## config.mk

```make
export PLATFORM = sky130hd
export DESIGN_NAME = cfg_port_ctrl
export DESIGN_NICKNAME = d
export VERILOG_FILES = /design/src/rtl/cfgp_pkg.sv /design/src/rtl/cfgp_decode.sv /design/src/rtl/cfgp_keyfsm.sv /design/src/rtl/cfgp_regbank.sv /design/src/rtl/cfg_port_ctrl.sv
export SDC_FILE = /design/constraint.sdc
export NUM_CORES = 1
export LEC_CHECK = 0
export BUFFER_PORTS_ARGS = -buffer_cell sky130_fd_sc_hd__buf_2
export CORE_MARGIN = 2
export CORE_UTILIZATION = 59
export DETAILED_ROUTE_END_ITERATION = 12
export PLACE_DENSITY = 0.92
export SYNTH_ARGS = -nofsm -noshare
export SYNTH_HDL_FRONTEND = slang
export SYNTH_SLANG_ARGS = --single-unit
```

## constraint.sdc

```tcl
create_clock -name clk -period 4.4 [get_ports clk]
set_input_delay 0.88 -clock clk [delete_from_list [all_inputs] [get_ports clk]]
set_output_delay 0.88 -clock clk [all_outputs]
set_load 0.02 [all_outputs]
```

## src/rtl/cfgp_pkg.sv

```systemverilog
// Shared constants and types for the keyed configuration port.
// Assumes 8-bit register indices and a 16-bit I/O base address.
package cfgp_pkg;
    localparam logic [7:0]  KEY_UNLOCK   = 8'h55;
    localparam logic [7:0]  KEY_LOCK     = 8'hAA;
    localparam logic [7:0]  IDX_BASE_LO  = 8'h26;
    localparam logic [7:0]  IDX_BASE_HI  = 8'h27;
    localparam logic [15:0] BASE_STRAP_0 = 16'h03F0;
    localparam logic [15:0] BASE_STRAP_1 = 16'h0370;

    typedef enum logic {
        ST_RUN = 1'b0,
        ST_CFG = 1'b1
    } port_state_t;
endpackage

```

## src/rtl/cfgp_decode.sv

```systemverilog
// Address decoder: compares the bus address with the current base and
// base+1. Every hit is gated by aen. It does not look at the lock state.
// Assumes io_wr and io_rd are single-cycle strobes.
module cfgp_decode #(
    parameter int AW = 16
) (
    input  logic [AW-1:0] io_addr,
    input  logic          io_wr,
    input  logic          io_rd,
    input  logic          aen,
    input  logic [AW-1:0] base_addr,
    output logic          base_wr,
    output logic          base_rd,
    output logic          data_wr,
    output logic          data_rd
);
    logic [AW-1:0] data_addr;
    logic          at_base;
    logic          at_data;

    // Compute the data port address and the two address matches.
    always_comb begin
        data_addr = base_addr + AW'(1);
        at_base   = !aen && (io_addr == base_addr);
        at_data   = !aen && (io_addr == data_addr);
    end

    // Combine the address matches with the bus strobes.
    always_comb begin
        base_wr = at_base && io_wr;
        base_rd = at_base && io_rd;
        data_wr = at_data && io_wr;
        data_rd = at_data && io_rd;
    end
endmodule

```

## src/rtl/cfgp_keyfsm.sv

```systemverilog
// Lock state machine: the unlock key opens the configuration state and the
// lock key closes it. In the configuration state, other base writes are
// passed on as index loads. Assumes base_wr is already gated by aen.
module cfgp_keyfsm
    import cfgp_pkg::*;
(
    input  logic       clk,
    input  logic       rst_n,
    input  logic       base_wr,
    input  logic [7:0] wdata,
    output logic       cfg_mode,
    output logic       idx_load
);
    port_state_t state, state_nx;

    // Choose the next state from the key bytes.
    always_comb begin
        state_nx = state;
        if (base_wr) begin
            if (state == ST_RUN && wdata == KEY_UNLOCK)
                state_nx = ST_CFG;
            else if (state == ST_CFG && wdata == KEY_LOCK)
                state_nx = ST_RUN;
        end
    end

    // Register the state; reset returns to run.
    always_ff @(posedge clk) begin
        if (!rst_n) state <= ST_RUN;
        else        state <= state_nx;
    end

    // Drive the outputs: the state flag and the index load for non-key bytes.
    always_comb begin
        cfg_mode = (state == ST_CFG);
        idx_load = base_wr && (state == ST_CFG) && (wdata != KEY_LOCK);
    end

    // an unlock key written in the run state opens the configuration state
    a_r3_unlock: assert property (@(posedge clk) disable iff (!rst_n)
        (!cfg_mode && base_wr && wdata == KEY_UNLOCK) |=> cfg_mode);
    // any other byte written in the run state leaves the block locked
    a_r3_other_ignored: assert property (@(posedge clk) disable iff (!rst_n)
        (!cfg_mode && base_wr && wdata != KEY_UNLOCK) |=> !cfg_mode);
    // the lock key returns the block to the run state
    a_r4_lock: assert property (@(posedge clk) disable iff (!rst_n)
        (cfg_mode && base_wr && wdata == KEY_LOCK) |=> !cfg_mode);
    // the state does not move without a decoded base write
    a_r8_no_spurious_move: assert property (@(posedge clk) disable iff (!rst_n)
        !base_wr |=> $stable(cfg_mode));
endmodule

```

## src/rtl/cfgp_regbank.sv

```systemverilog
// Configuration register bank: the index register, the two base bytes and
// NDEV device registers at DEV_IDX0 and up. Bit 0 of each device register
// is an enable output. Reads of indices with no register return zero.
// Assumes data_wr is already gated by aen and by the configuration state.
module cfgp_regbank
    import cfgp_pkg::*;
#(
    parameter int         NDEV     = 4,
    parameter logic [7:0] DEV_IDX0 = 8'h30
) (
    input  logic            clk,
    input  logic            rst_n,
    input  logic            strap_sel,
    input  logic            idx_load,
    input  logic            data_wr,
    input  logic [7:0]      wdata,
    output logic [7:0]      index,
    output logic [15:0]     base_addr,
    output logic [7:0]      rd_val,
    output logic [NDEV-1:0] dev_en
);
    localparam logic [15:0] BASE0 = BASE_STRAP_0;
    localparam logic [15:0] BASE1 = BASE_STRAP_1;

    logic [7:0] base_lo, base_hi;
    logic [7:0] dev_reg [NDEV];
    logic [7:0] dev_rd  [NDEV];
    logic [NDEV-1:0] dev_hit;

    // Hold the index register; it is loaded by non-key base writes.
    always_ff @(posedge clk) begin
        if (!rst_n)        index <= 8'h00;
        else if (idx_load) index <= wdata;
    end

    // Hold the base bytes; the strap picks the value loaded during reset.
    always_ff @(posedge clk) begin
        if (!rst_n) begin
            base_lo <= strap_sel ? BASE1[7:0]  : BASE0[7:0];
            base_hi <= strap_sel ? BASE1[15:8] : BASE0[15:8];
        end else if (data_wr) begin
            if (index == IDX_BASE_LO) base_lo <= wdata;
            if (index == IDX_BASE_HI) base_hi <= wdata;
        end
    end

    assign base_addr = {base_hi, base_lo};

    for (genvar g = 0; g < NDEV; g++) begin : g_dev
        localparam logic [7:0] MY_IDX = DEV_IDX0 + 8'(g);

        // Decode whether the current index selects this device register.
        always_comb dev_hit[g] = (index == MY_IDX);

        // Hold one device register, cleared by reset.
        always_ff @(posedge clk) begin
            if (!rst_n)                   dev_reg[g] <= 8'h00;
            else if (data_wr && dev_hit[g]) dev_reg[g] <= wdata;
        end

        // Mask this register's read value onto the shared bus.
        always_comb dev_rd[g] = dev_hit[g] ? dev_reg[g] : 8'h00;

        // Drive this device's enable from bit 0.
        always_comb dev_en[g] = dev_reg[g][0];
    end

    // Select the read value for the current index; zero when no register is there.
    always_comb begin
        rd_val = 8'h00;
        if (index == IDX_BASE_LO) rd_val = base_lo;
        if (index == IDX_BASE_HI) rd_val = base_hi;
        for (int i = 0; i < NDEV; i++) rd_val = rd_val | dev_rd[i];
    end

    // Track the first cycle after reset, so $past never sees a pre-reset value.
    logic past_ok;
    always_ff @(posedge clk) begin
        if (!rst_n) past_ok <= 1'b0;
        else        past_ok <= 1'b1;
    end

    // the device enables only move on a data-port write
    a_r10_enables_hold: assert property (@(posedge clk) disable iff (!rst_n || !past_ok)
        !data_wr |=> $stable(dev_en));
    // a data write at the low-byte index lands in base bits 7:0
    a_r9_base_lo_update: assert property (@(posedge clk) disable iff (!rst_n)
        (data_wr && index == IDX_BASE_LO) |=> (base_addr[7:0] == $past(wdata)));
    // a data write at the high-byte index lands in base bits 15:8
    a_r9_base_hi_update: assert property (@(posedge clk) disable iff (!rst_n)
        (data_wr && index == IDX_BASE_HI) |=> (base_addr[15:8] == $past(wdata)));
    // the index changes only through an index load
    a_r5_index_hold: assert property (@(posedge clk) disable iff (!rst_n || !past_ok)
        !idx_load |=> $stable(index));
endmodule

```

## src/rtl/cfg_port_ctrl.sv

```systemverilog
// Keyed I/O configuration port. It joins the address decoder, the lock
// state machine and the register bank, and drives the read bus. Reads are
// combinational within the strobe cycle. Assumes AW is 16.
module cfg_port_ctrl
    import cfgp_pkg::*;
#(
    parameter int         AW       = 16,
    parameter int         NDEV     = 4,
    parameter logic [7:0] DEV_IDX0 = 8'h30
) (
    input  logic            clk,
    input  logic            rst_n,
    input  logic            strap_sel,
    input  logic            aen,
    input  logic [AW-1:0]   io_addr,
    input  logic            io_wr,
    input  logic            io_rd,
    input  logic [7:0]      io_wdata,
    output logic [7:0]      io_rdata,
    output logic            io_rdata_oe,
    output logic            cfg_mode,
    output logic [NDEV-1:0] dev_en
);
    logic          base_wr, base_rd, data_wr, data_rd;
    logic          idx_load, reg_wr;
    logic [7:0]    index, rd_val;
    logic [15:0]   base16;
    logic [AW-1:0] base_addr;

    assign base_addr = AW'(base16);

    cfgp_decode #(.AW(AW)) u_dec (
        .io_addr  (io_addr),
        .io_wr    (io_wr),
        .io_rd    (io_rd),
        .aen      (aen),
        .base_addr(base_addr),
        .base_wr  (base_wr),
        .base_rd  (base_rd),
        .data_wr  (data_wr),
        .data_rd  (data_rd)
    );

    cfgp_keyfsm u_fsm (
        .clk     (clk),
        .rst_n   (rst_n),
        .base_wr (base_wr),
        .wdata   (io_wdata),
        .cfg_mode(cfg_mode),
        .idx_load(idx_load)
    );

    // Let data-port writes reach the bank only while unlocked.
    always_comb reg_wr = data_wr && cfg_mode;

    cfgp_regbank #(.NDEV(NDEV), .DEV_IDX0(DEV_IDX0)) u_bank (
        .clk      (clk),
        .rst_n    (rst_n),
        .strap_sel(strap_sel),
        .idx_load (idx_load),
        .data_wr  (reg_wr),
        .wdata    (io_wdata),
        .index    (index),
        .base_addr(base16),
        .rd_val   (rd_val),
        .dev_en   (dev_en)
    );

    // Drive the read bus: the index at the base, the selected register at base+1.
    always_comb begin
        io_rdata_oe = cfg_mode && (base_rd || data_rd);
        io_rdata    = 8'h00;
        if (cfg_mode && base_rd)      io_rdata = index;
        else if (cfg_mode && data_rd) io_rdata = rd_val;
    end

    // nothing is driven onto the bus while locked
    a_r7_quiet_when_locked: assert property (@(posedge clk) disable iff (!rst_n)
        !cfg_mode |-> !io_rdata_oe);
    // nothing is driven while the address enable is high
    a_r8_aen_blocks_read: assert property (@(posedge clk) disable iff (!rst_n)
        aen |-> !io_rdata_oe);
    // a write seen while aen is high leaves the lock state alone
    a_r8_aen_blocks_key: assert property (@(posedge clk) disable iff (!rst_n)
        (aen && io_wr) |=> $stable(cfg_mode));
endmodule

```

* Word-level counts from Yosys, hierarchy flattened *
Memory sizes are Yosys's and may differ from the RTL's.
Index checks and enable logic that the tools add are counted.

storage, ports and cells
  bits in writable memories = 32
  logic and storage cells = 83
  bits in registers = 25
  memories kept = 1

operators by class
  add/subtract/negate cells = 1
  bitwise gates (word level) = 9
  eq/ne operators = 13
  muxes and demuxes = 31
  reduce and logical (&&, ||, !) cells = 24

memories
  memory          words  bits a word  read ports  clocked after Yosys merged registers in  wr ports  RTL line            RTL
  u_bank.dev_reg  4      8            4           0                                        4         cfgp_regbank.sv:26  logic [7:0] dev_reg [NDEV];

operators with widths
  kind                     count
  $mux W8                  16
  $eq A8 B6 Y1 const B     6
  $eq A16 B16 Y1           2
  $or A8 B8 Y8             4
  $logic_and A1 B1 Y1      18
  $add A16 B1 Y16 const B  1
  $mux W1                  15
  $eq A8 B7 Y1 const B     1
  $eq A8 B8 Y1 const B     1
  $ne A8 B8 Y1 const B     1
  $reduce_and A2 Y1        3
  $ne A2 B1 Y1 const B     2
  $or A1 B1 Y1             4
  $reduce_bool A2 Y1       1
  $logic_not A1 Y1         1
  $logic_or A1 B1 Y1       1
  $not A1 Y1               1

* Depth between registers and ports, before layout *
Gate-level depths: netlist of run 1.

  depth in word-level cells = 10
  mapped depth = 9
  depth with buffers taken out = 8

* By module *
Synthesis of run 1 repeated with hierarchy kept, for this count alone.

unflattened totals
  cell total of the unflattened synthesis = 315
  area total of the unflattened synthesis = 3468.3 µm²

by module, submodules not included
  module         instances  area an instance (µm²)  cells an instance
  cfgp_regbank   1          2628.8                  206
  cfgp_decode    1          596.8                   82
  cfg_port_ctrl  1          141.4                   15
  cfgp_keyfsm    1          101.3                   12

* Least setup slack after synthesis of run 1 *
No wires, ideal clock.

  kind = input-to-output
  from = input aen
  to = output io_rdata[0]
  stages = 7
  required time = 3520 ps
  buffers on the path = 0
  path slack = 557 ps
  arrival time = 2963 ps
  cell sequence = nand4b_1 -> a2111oi_0 -> o211a_1 -> nand2_1 -> nor4_4 -> nand3_4 -> o21ai_1

between the ends
  cells in the longest elaborated chain, start to end = 6
  elaborated cells on any way between the ends = 9

RTL lines
  what                 RTL line                              RTL
  start: declaration   cfg_port_ctrl.sv:14                   input logic aen,
  $logic_not A1 Y1 *   cfgp_decode.sv:24, cfgp_decode.sv:25
  $logic_and A1 B1 Y1  cfgp_decode.sv:25                     at_data = !aen && (io_addr == data_addr);
  $logic_and A1 B1 Y1  cfgp_decode.sv:33                     data_rd = at_data && io_rd;
  $logic_and A1 B1 Y1  cfg_port_ctrl.sv:74                   else if (cfg_mode && data_rd) io_rdata = rd_val;
  $mux W8              cfg_port_ctrl.sv:74
  $mux W8 *            cfg_port_ctrl.sv:73                   if (cfg_mode && base_rd) io_rdata = index;
  end: declaration     cfg_port_ctrl.sv:19                   output logic [7:0] io_rdata,

Every way passes the cells marked *; elsewhere a longest branch is shown, timed or not.

* Worst setup path after layout of run 1 *
  from = register u_bank.base_lo[1]
  to = output io_rdata_oe

between the ends
  cells in the longest elaborated chain, start to end = 6
  elaborated cells on any way between the ends = 9

RTL lines
  what                      RTL line             RTL
  start: declaration        cfgp_regbank.sv:25   logic [7:0] base_lo, base_hi;
  start signal: assignment  cfgp_regbank.sv:39   base_lo <= strap_sel ? BASE1[7:0] : BASE0[7:0];
  start signal: assignment  cfgp_regbank.sv:42   if (index == IDX_BASE_LO) base_lo <= wdata;
  $add A16 B1 Y16           cfgp_decode.sv:23    data_addr = base_addr + AW'(1);
  $eq A16 B16 Y1            cfgp_decode.sv:25
  $logic_and A1 B1 Y1       cfgp_decode.sv:25
  $logic_and A1 B1 Y1       cfgp_decode.sv:33
  $logic_or A1 B1 Y1 *      cfg_port_ctrl.sv:71  io_rdata_oe = cfg_mode && (base_rd || data_rd);
  $logic_and A1 B1 Y1 *     cfg_port_ctrl.sv:71
  end: declaration          cfg_port_ctrl.sv:20  output logic io_rdata_oe,

Marked as above.

==> results by group, run 1 <==
Outcome
  • Status: complete, no violations

Worst hold path
  • Min-delay worst type: flip-flop to flip-flop
  • Origin of the worst min-delay path: u_bank.index[6]

CTS
  • Clock tree buffer depth: 2
  • Worst-path clk slew: 0.07 ns
  • Num CTS Buffers: 9
  • Hold-fix buffers at CTS: 0
  • H-tree depth: 3
  • CTS root buffer: clkbuf_8
  • Worst-Skew Late Latency: 0.34 ns
  • Clock Sinks: 57
  • Post-cts sizing count: 0
  • Post-CTS Setup Bufs: 0
  • CTS tree: built

GRT
  • Global-route wire length before repair: 14,800 um
  • Initial antenna violation count: 0
  • Total congestion overflow: 0
  • GRT met2 Usage: 50.7%
  • Largest net degree at the start of global routing: 18
  • Vias in the first global route: 3,053
  • GRT busiest layer: met2
  • Global Route met3 Usage: 6.70%
  • GR Util met1: 35.1%
  • Total track usage: 30.4%

Logic synthesis
  • Main synth FF type: edfxtp_1
  • Post-synthesis cell type count: 68
  • Cells after Synth: 374
  • Synthesized Nets: 405
  • Syn. warnings: 0
  • Mapped Avg Cell Area: 9.59 um^2
  • EDFF count, synth: 40
  • Synth Cell Area: 0.00359 mm^2
  • Sequential cell area fraction in the yosys report: 43.0%
  • Seq cells post-synth: 57
  • Asr flop ratio synth: 0%
  • Area leader, netlist: edfxtp_1
  • Share of the synthesized area in the top cell type: 33.5%
  • Synth area leaders: edfxtp_1, dfxtp_1, nor2_1

Placed design
  • Hpwl dp: 6840 um
  • IO buf count: 43
  • Final Wtd Congestion: 0.974

Detailed routing
  • 1st-iter DRT viols: 348
  • ANT nets after route: 0
  • Vias: 3,234
  • WL/cell: 19.5 um
  • DRC: 0
  • Detailed Routing Iterations Pass 1: 5
  • Routed Wire Length: 9660 um
  • DR vias/cell: 6.53

Critical path
  • CP required: 3.52 ns
  • Crit Reg-Reg Startpoint: u_bank.base_lo[1]
  • Critical path class: flip-flop to primary output
  • Critical Path Fanout Max: 7
  • Worst Setup Start Kind: flip-flop
  • CP endpoint kind: primary output
  • Worst EP arrival: 3.13 ns
  • Critical path origin: u_bank.base_lo[1]

Flow run
  • Max-Cap Viols: 0

STA
  • Slew Viols, Final: 0
  • Fmax: 249 MHz
  • Hold Vio Cnt, Final: 0
  • Unrepaired setup endpoints after global routing: no
  • Post-layout minimum cycle time: 4.01 ns
  • Final Cycle Share: 91.2%
  • TNS Setup: 0 ns
  • Worst slew pin tran: 0.777 ns
  • Setup Skew: 0.00742 ns
  • Setup violations, final: 0
  • Slew margin rel.: 48.1%

Pwr
  • PD cells: 293 mW/mm^2
  • LEAKAGE: 1.36 nW
  • Peak VDD IR: 0.000369 V

Floorplan
  • Initial core utilization: 60.9%
  • Die W: 82.0 um
  • Core ar.: 0.00589 mm^2
  • FP Rows: 28
  • DIE HEIGHT: 82.0 um
  • Die area: 0.00672 mm^2
  • I/O Pins: 44

Layout
  • Register area: 0.00154 mm^2
  • Layout cell share with drive strength beyond 1: 22.1%
  • Most frequent cells in the layout: nor2_1, buf_2, edfxtp_1
  • Final nets: 446
  • Most common cell after layout, fill and taps aside: nor2_1
  • P&R area growth vs syn: 13.1%
  • Max FFs per register: 32
  • Final core occ: 68.9%
  • Filler cells: 445
  • Antenna Cells: 0
  • Area of the multi-input gates: 0.00192 mm^2
layer usage:
layer	vias up	wire [um]
li1	1469	-
met5	-	0
met4	0	549
met2	202	4560
met3	44	762
met1	1519	3790
critical path, cell delays in order, from the launching register on:
cell and delay [ns]:
edfxtp_1 0.47, ha_1 0.23, nand2_1 0.18, or2_2 0.37, o31ai_1 0.30, a21oi_1 0.24, a21oi_4 0.40, nand2_1 0.21
a21oi_1 0.21, buf_2 0.18
cells in the mapped netlist (4+ instances only):
master     n
nand2b_1   9
buf_4      4
a222oi_1   5
edfxtp_1  40
xnor2_1    9
a21oi_1   16
a22o_1     7
nor2_1    52
nand2_1   37
dfxtp_1   17
clkbuf_1  13
mux2i_1   11
nand3_1   14
inv_1      7
nor3_1     6
nor4_1     6
o21ai_1   13
and2_1     7
o21ai_0   16
xor2_1     9
nand4_1    8
nor2b_1    5
metrics by stage:
step	std cells	instance area [um^2]	power (W)	hold WS [ns]	setup slack [ns]
finish	495	4060	0.00119	0.502	0.387
CTS	495	4060	0.00119	0.500	0.410
floorplan	374	3590	0.000691	0.459	0.557
detailed placement	479	3860	0.000739	0.488	0.545
global placement	479	3860	0.000734	0.475	0.638
global route	495	4060	0.00123	0.515	0.191
path summary, 6_finish.rpt:
kind	end	slack [ns]	cells past startpoint
setup / recovery	io_rdata_oe	0.39	9
hold / removal	u_bank.index[6]	0.50	2
setup reg to reg	u_bank.dev_reg[1][14]	1.20	9
hold reg to reg	u_bank.index[6]	0.50	2
cells by family after synthesis:
kind of cell    after synthesis  synth area share, %
simple gates                177                 28.3
compound gates               78                 15.5
flops                        57                 43.0
buf+inv                      29                 3.56
xor+xnor                     18                 4.40
mux                          14                 4.95
fa+ha+maj                     1                0.349
report_power, final:
group          switching, W  internal (W)
Clock              0.000205      0.000253
Sequential        0.0000200      0.000595
Combinational     0.0000715     0.0000461
Total              0.000296      0.000894
layout make-up:
type | instances | share of cell area [%]
inverters | 8 | 0.740
clock buffers | 12 | 4.10
clock inverters | 4 | 0.648
multi-input cells | 288 | 47.4
flip-flops and latches | 57 | 38.0
well taps | 75 | 2.31
repair buffers | 51 | 6.79
(Power assumes the default switching activity.)
==> inputs of run 2 (changes only) <==
--- a/config.mk
+++ b/config.mk
@@ -12,2 +12,3 @@
 export PLACE_DENSITY = 0.92
+export RECOVER_POWER = 50
 export SYNTH_ARGS = -nofsm -noshare
--- a/constraint.sdc
+++ b/constraint.sdc
@@ -3,2 +3,2 @@
 set_output_delay 0.88 -clock clk [all_outputs]
-set_load 0.02 [all_outputs]
+set_load 0.005 [all_outputs]
==> results by group, run 2 (synthesized netlist as in run 1, its figures left out) <==
STA
  • Slew Viols, Final: 9 (was 0)
  • Setup violations, final: 0 (unchanged)
  • Fmax: 242 MHz (was 249 MHz)
  • TNS Setup: 0 ns (unchanged)
  • Worst slew pin tran: 1.85 ns (was 0.777 ns)
  • Setup Skew: 0.0111 ns (was 0.00742 ns)
  • Slew margin rel.: -26.5% (was 48.1%)
  • Post-layout minimum cycle time: 4.13 ns (was 4.01 ns)
  • Hold Vio Cnt, Final: 0 (unchanged)
  • Unrepaired setup endpoints after global routing: no (unchanged)
  • Final Cycle Share: 93.9% (was 91.2%)
  • Hold Slack: 0.494 ns (was 0.502 ns)

GRT
  • Largest net degree at the start of global routing: 18 (unchanged)
  • Initial antenna violation count: 0 (unchanged)
  • GRT busiest layer: met2 (unchanged)
  • Total congestion overflow: 0 (unchanged)
  • Vias in the first global route: 3,013 (was 3,053)
  • GRT met2 Usage: 52.3% (was 50.7%)
  • Global-route wire length before repair: 14,500 um (was 14,800 um)
  • Total track usage: 29.9% (was 30.4%)
  • Global Route met3 Usage: 5.93% (was 6.70%)
  • GR Util met1: 34.1% (was 35.1%)

Layout
  • Max FFs per register: 32 (unchanged)
  • Final nets: 445 (was 446)
  • Layout cell share with drive strength beyond 1: 18.1% (was 22.1%)
  • Most frequent cells in the layout: nor2_1, edfxtp_1, buf_2 (was nor2_1, buf_2, edfxtp_1)
  • Most common cell after layout, fill and taps aside: nor2_1 (unchanged)
  • P&R area growth vs syn: 9.45% (was 13.1%)
  • Antenna Cells: 0 (unchanged)
  • Filler cells: 487 (was 445)
  • Final core occ: 66.7% (was 68.9%)

Critical path
  • Worst EP arrival: 3.25 ns (was 3.13 ns)
  • Crit Reg-Reg Startpoint: u_bank.base_lo[1] (unchanged)
  • Critical Path Fanout Max: 9 (was 7)
  • Critical path class: flip-flop to primary output (unchanged)
  • CP required: 3.52 ns (about the same)
  • CP endpoint kind: primary output (unchanged)
  • Reg2reg path depth: 8 (was 9)
  • Worst Setup Start Kind: flip-flop (unchanged)
  • Crit Reg-Reg Endpoint: u_bank.base_hi[5] (was u_bank.dev_reg[1][14])
  • Critical path origin: u_bank.base_lo[6] (was u_bank.base_lo[1])
  • Reg-to-reg slack, setup: 0.57 ns (was 1.20 ns)
  • End point of the critical path: io_rdata[0] (was io_rdata_oe)

Detailed routing
  • Routed Wire Length: 9400 um (was 9660 um)
  • ANT nets after route: 0 (unchanged)
  • DRC: 0 (unchanged)
  • DR vias/cell: 6.44 (was 6.53)
  • WL/cell: 19.0 um (was 19.5 um)
  • Vias: 3,180 (was 3,234)
  • 1st-iter DRT viols: 365 (was 348)
  • Detailed Routing Iterations Pass 1: 5 (unchanged)

CTS
  • H-tree depth: 3 (unchanged)
  • Clock Sinks: 57 (unchanged)
  • Worst-Skew Late Latency: 0.34 ns (about the same)
  • Worst-path clk slew: 0.07 ns (about the same)
  • CTS root buffer: clkbuf_8 (unchanged)
  • Num CTS Buffers: 9 (unchanged)
  • Post-cts sizing count: 0 (unchanged)
  • Clock tree buffer depth: 2 (unchanged)
  • CTS tree: built (unchanged)
  • Hold-fix buffers at CTS: 0 (unchanged)
  • Post-CTS Setup Bufs: 0 (unchanged)

Floorplan
  • Die area: 0.00672 mm^2 (unchanged)
  • FP Rows: 28 (unchanged)
  • Die W: 82.0 um (unchanged)
  • I/O Pins: 44 (unchanged)
  • DIE HEIGHT: 82.0 um (unchanged)
  • Initial core utilization: 60.9% (unchanged)
  • Core ar.: 0.00589 mm^2 (unchanged)

Pwr
  • LEAKAGE: 1.24 nW (was 1.36 nW)
  • PD cells: 304 mW/mm^2 (was 293 mW/mm^2)
  • Power Internal: 0.000897 W (was 0.000894 W)
  • Net switching power: 0.000295 W (was 0.000296 W)
  • Logic pwr share: 9.2% (was 9.9%)
  • Clock share of power: 39.3% (was 38.4%)
  • Peak VDD IR: 0.000315 V (was 0.000369 V)
  • Seq pwr share: 51.6% (was 51.7%)
  • Switch share: 24.8% (was 24.9%)

Flow run
  • Max-Cap Viols: 1 (was 0)

Placed design
  • IO buf count: 43 (unchanged)
  • Hpwl dp: 6720 um (was 6840 um)
  • Final Wtd Congestion: 0.962 (was 0.974)

Outcome
  • Status: finished, violations left (was complete, no violations)
  • Failing checks: max-capacitance violations, max-slew violations

Worst hold path
  • Min-delay worst type: flip-flop to flip-flop (unchanged)
==> run 2: cell count changes in the layout (fill, tap and decap cells not counted), moves of 2 or more <==
cell / previous run / this run
clkbuf_1: 1 / 7
buf_2: 43 / 38
and2_0: 1 / 4
and2_1: 7 / 4
nand4_1: 8 / 11
nand4_4: 3 / 0
buf_4: 8 / 6
==> run 2: worst max-delay path, stage by stage (launching register included) <==
cell      delay [ns]
edfxtp_1        0.59
nand3_1         0.23
or4_1           0.59
a31oi_4         0.19
o21ai_0         0.13
nor4_1          0.61
nand3_4         0.22
o21ai_1         0.21
buf_2           0.13
==> run 2: per-stage QoR <==
stage | area, um^2 | worst slack [ns] | power (W) | cells
floorplan | 3590 | 0.752 | 0.000688 | 374
global placement | 3860 | 0.543 | 0.000732 | 478
detailed placement | 3860 | 0.456 | 0.000737 | 478
CTS | 4040 | 0.351 | 0.00120 | 494
global route | 3930 | 0.0617 | 0.00123 | 494
finish | 3930 | 0.267 | 0.00119 | 494
==> run 2: how the worst min path moves through the flow <==
stage                      endpoint  depth (start not counted)             from  slack, ns
global placement    u_bank.index[6]                          2  u_bank.index[6]       0.47
finish              u_bank.index[6]                          2  u_bank.index[6]       0.49
CTS                 u_bank.index[6]                          2  u_bank.index[6]       0.49
global route        u_bank.index[6]                          2  u_bank.index[6]       0.52
detailed placement  u_bank.index[6]                          2  u_bank.index[6]       0.48
floorplan           u_bank.index[6]                          2  u_bank.index[6]       0.46
==> run 2: per-layer routing <==
metal	share of wire (%)	wire length, um	up-vias
met5	0	0	-
met4	3.0	282	0
met3	8.3	785	25
met2	51	4770	178
li1	-	-	1475
met1	38	3560	1502
==> run 2: power groups by stage <==
stage	combinational, W	clock (W)	sequential (W)
after floorplan	0.0000740	0	0.000614
after global placement	0.000108	0	0.000624
after detailed placement	0.000112	0	0.000625
after CTS	0.000112	0.000475	0.000613
after global routing	0.000118	0.000495	0.000617
final	0.000109	0.000468	0.000614
==> run 2: layout make-up <==
class	count	area (um^2)	area share, %
clock buffer	10	128	3.25
clock inverter	6	58.8	1.50
inverter	8	30.0	0.765
multi-input combinational	288	1820	46.3
sequential	57	1540	39.3
tap	75	93.8	2.39
timing repair buffer	50	258	6.56
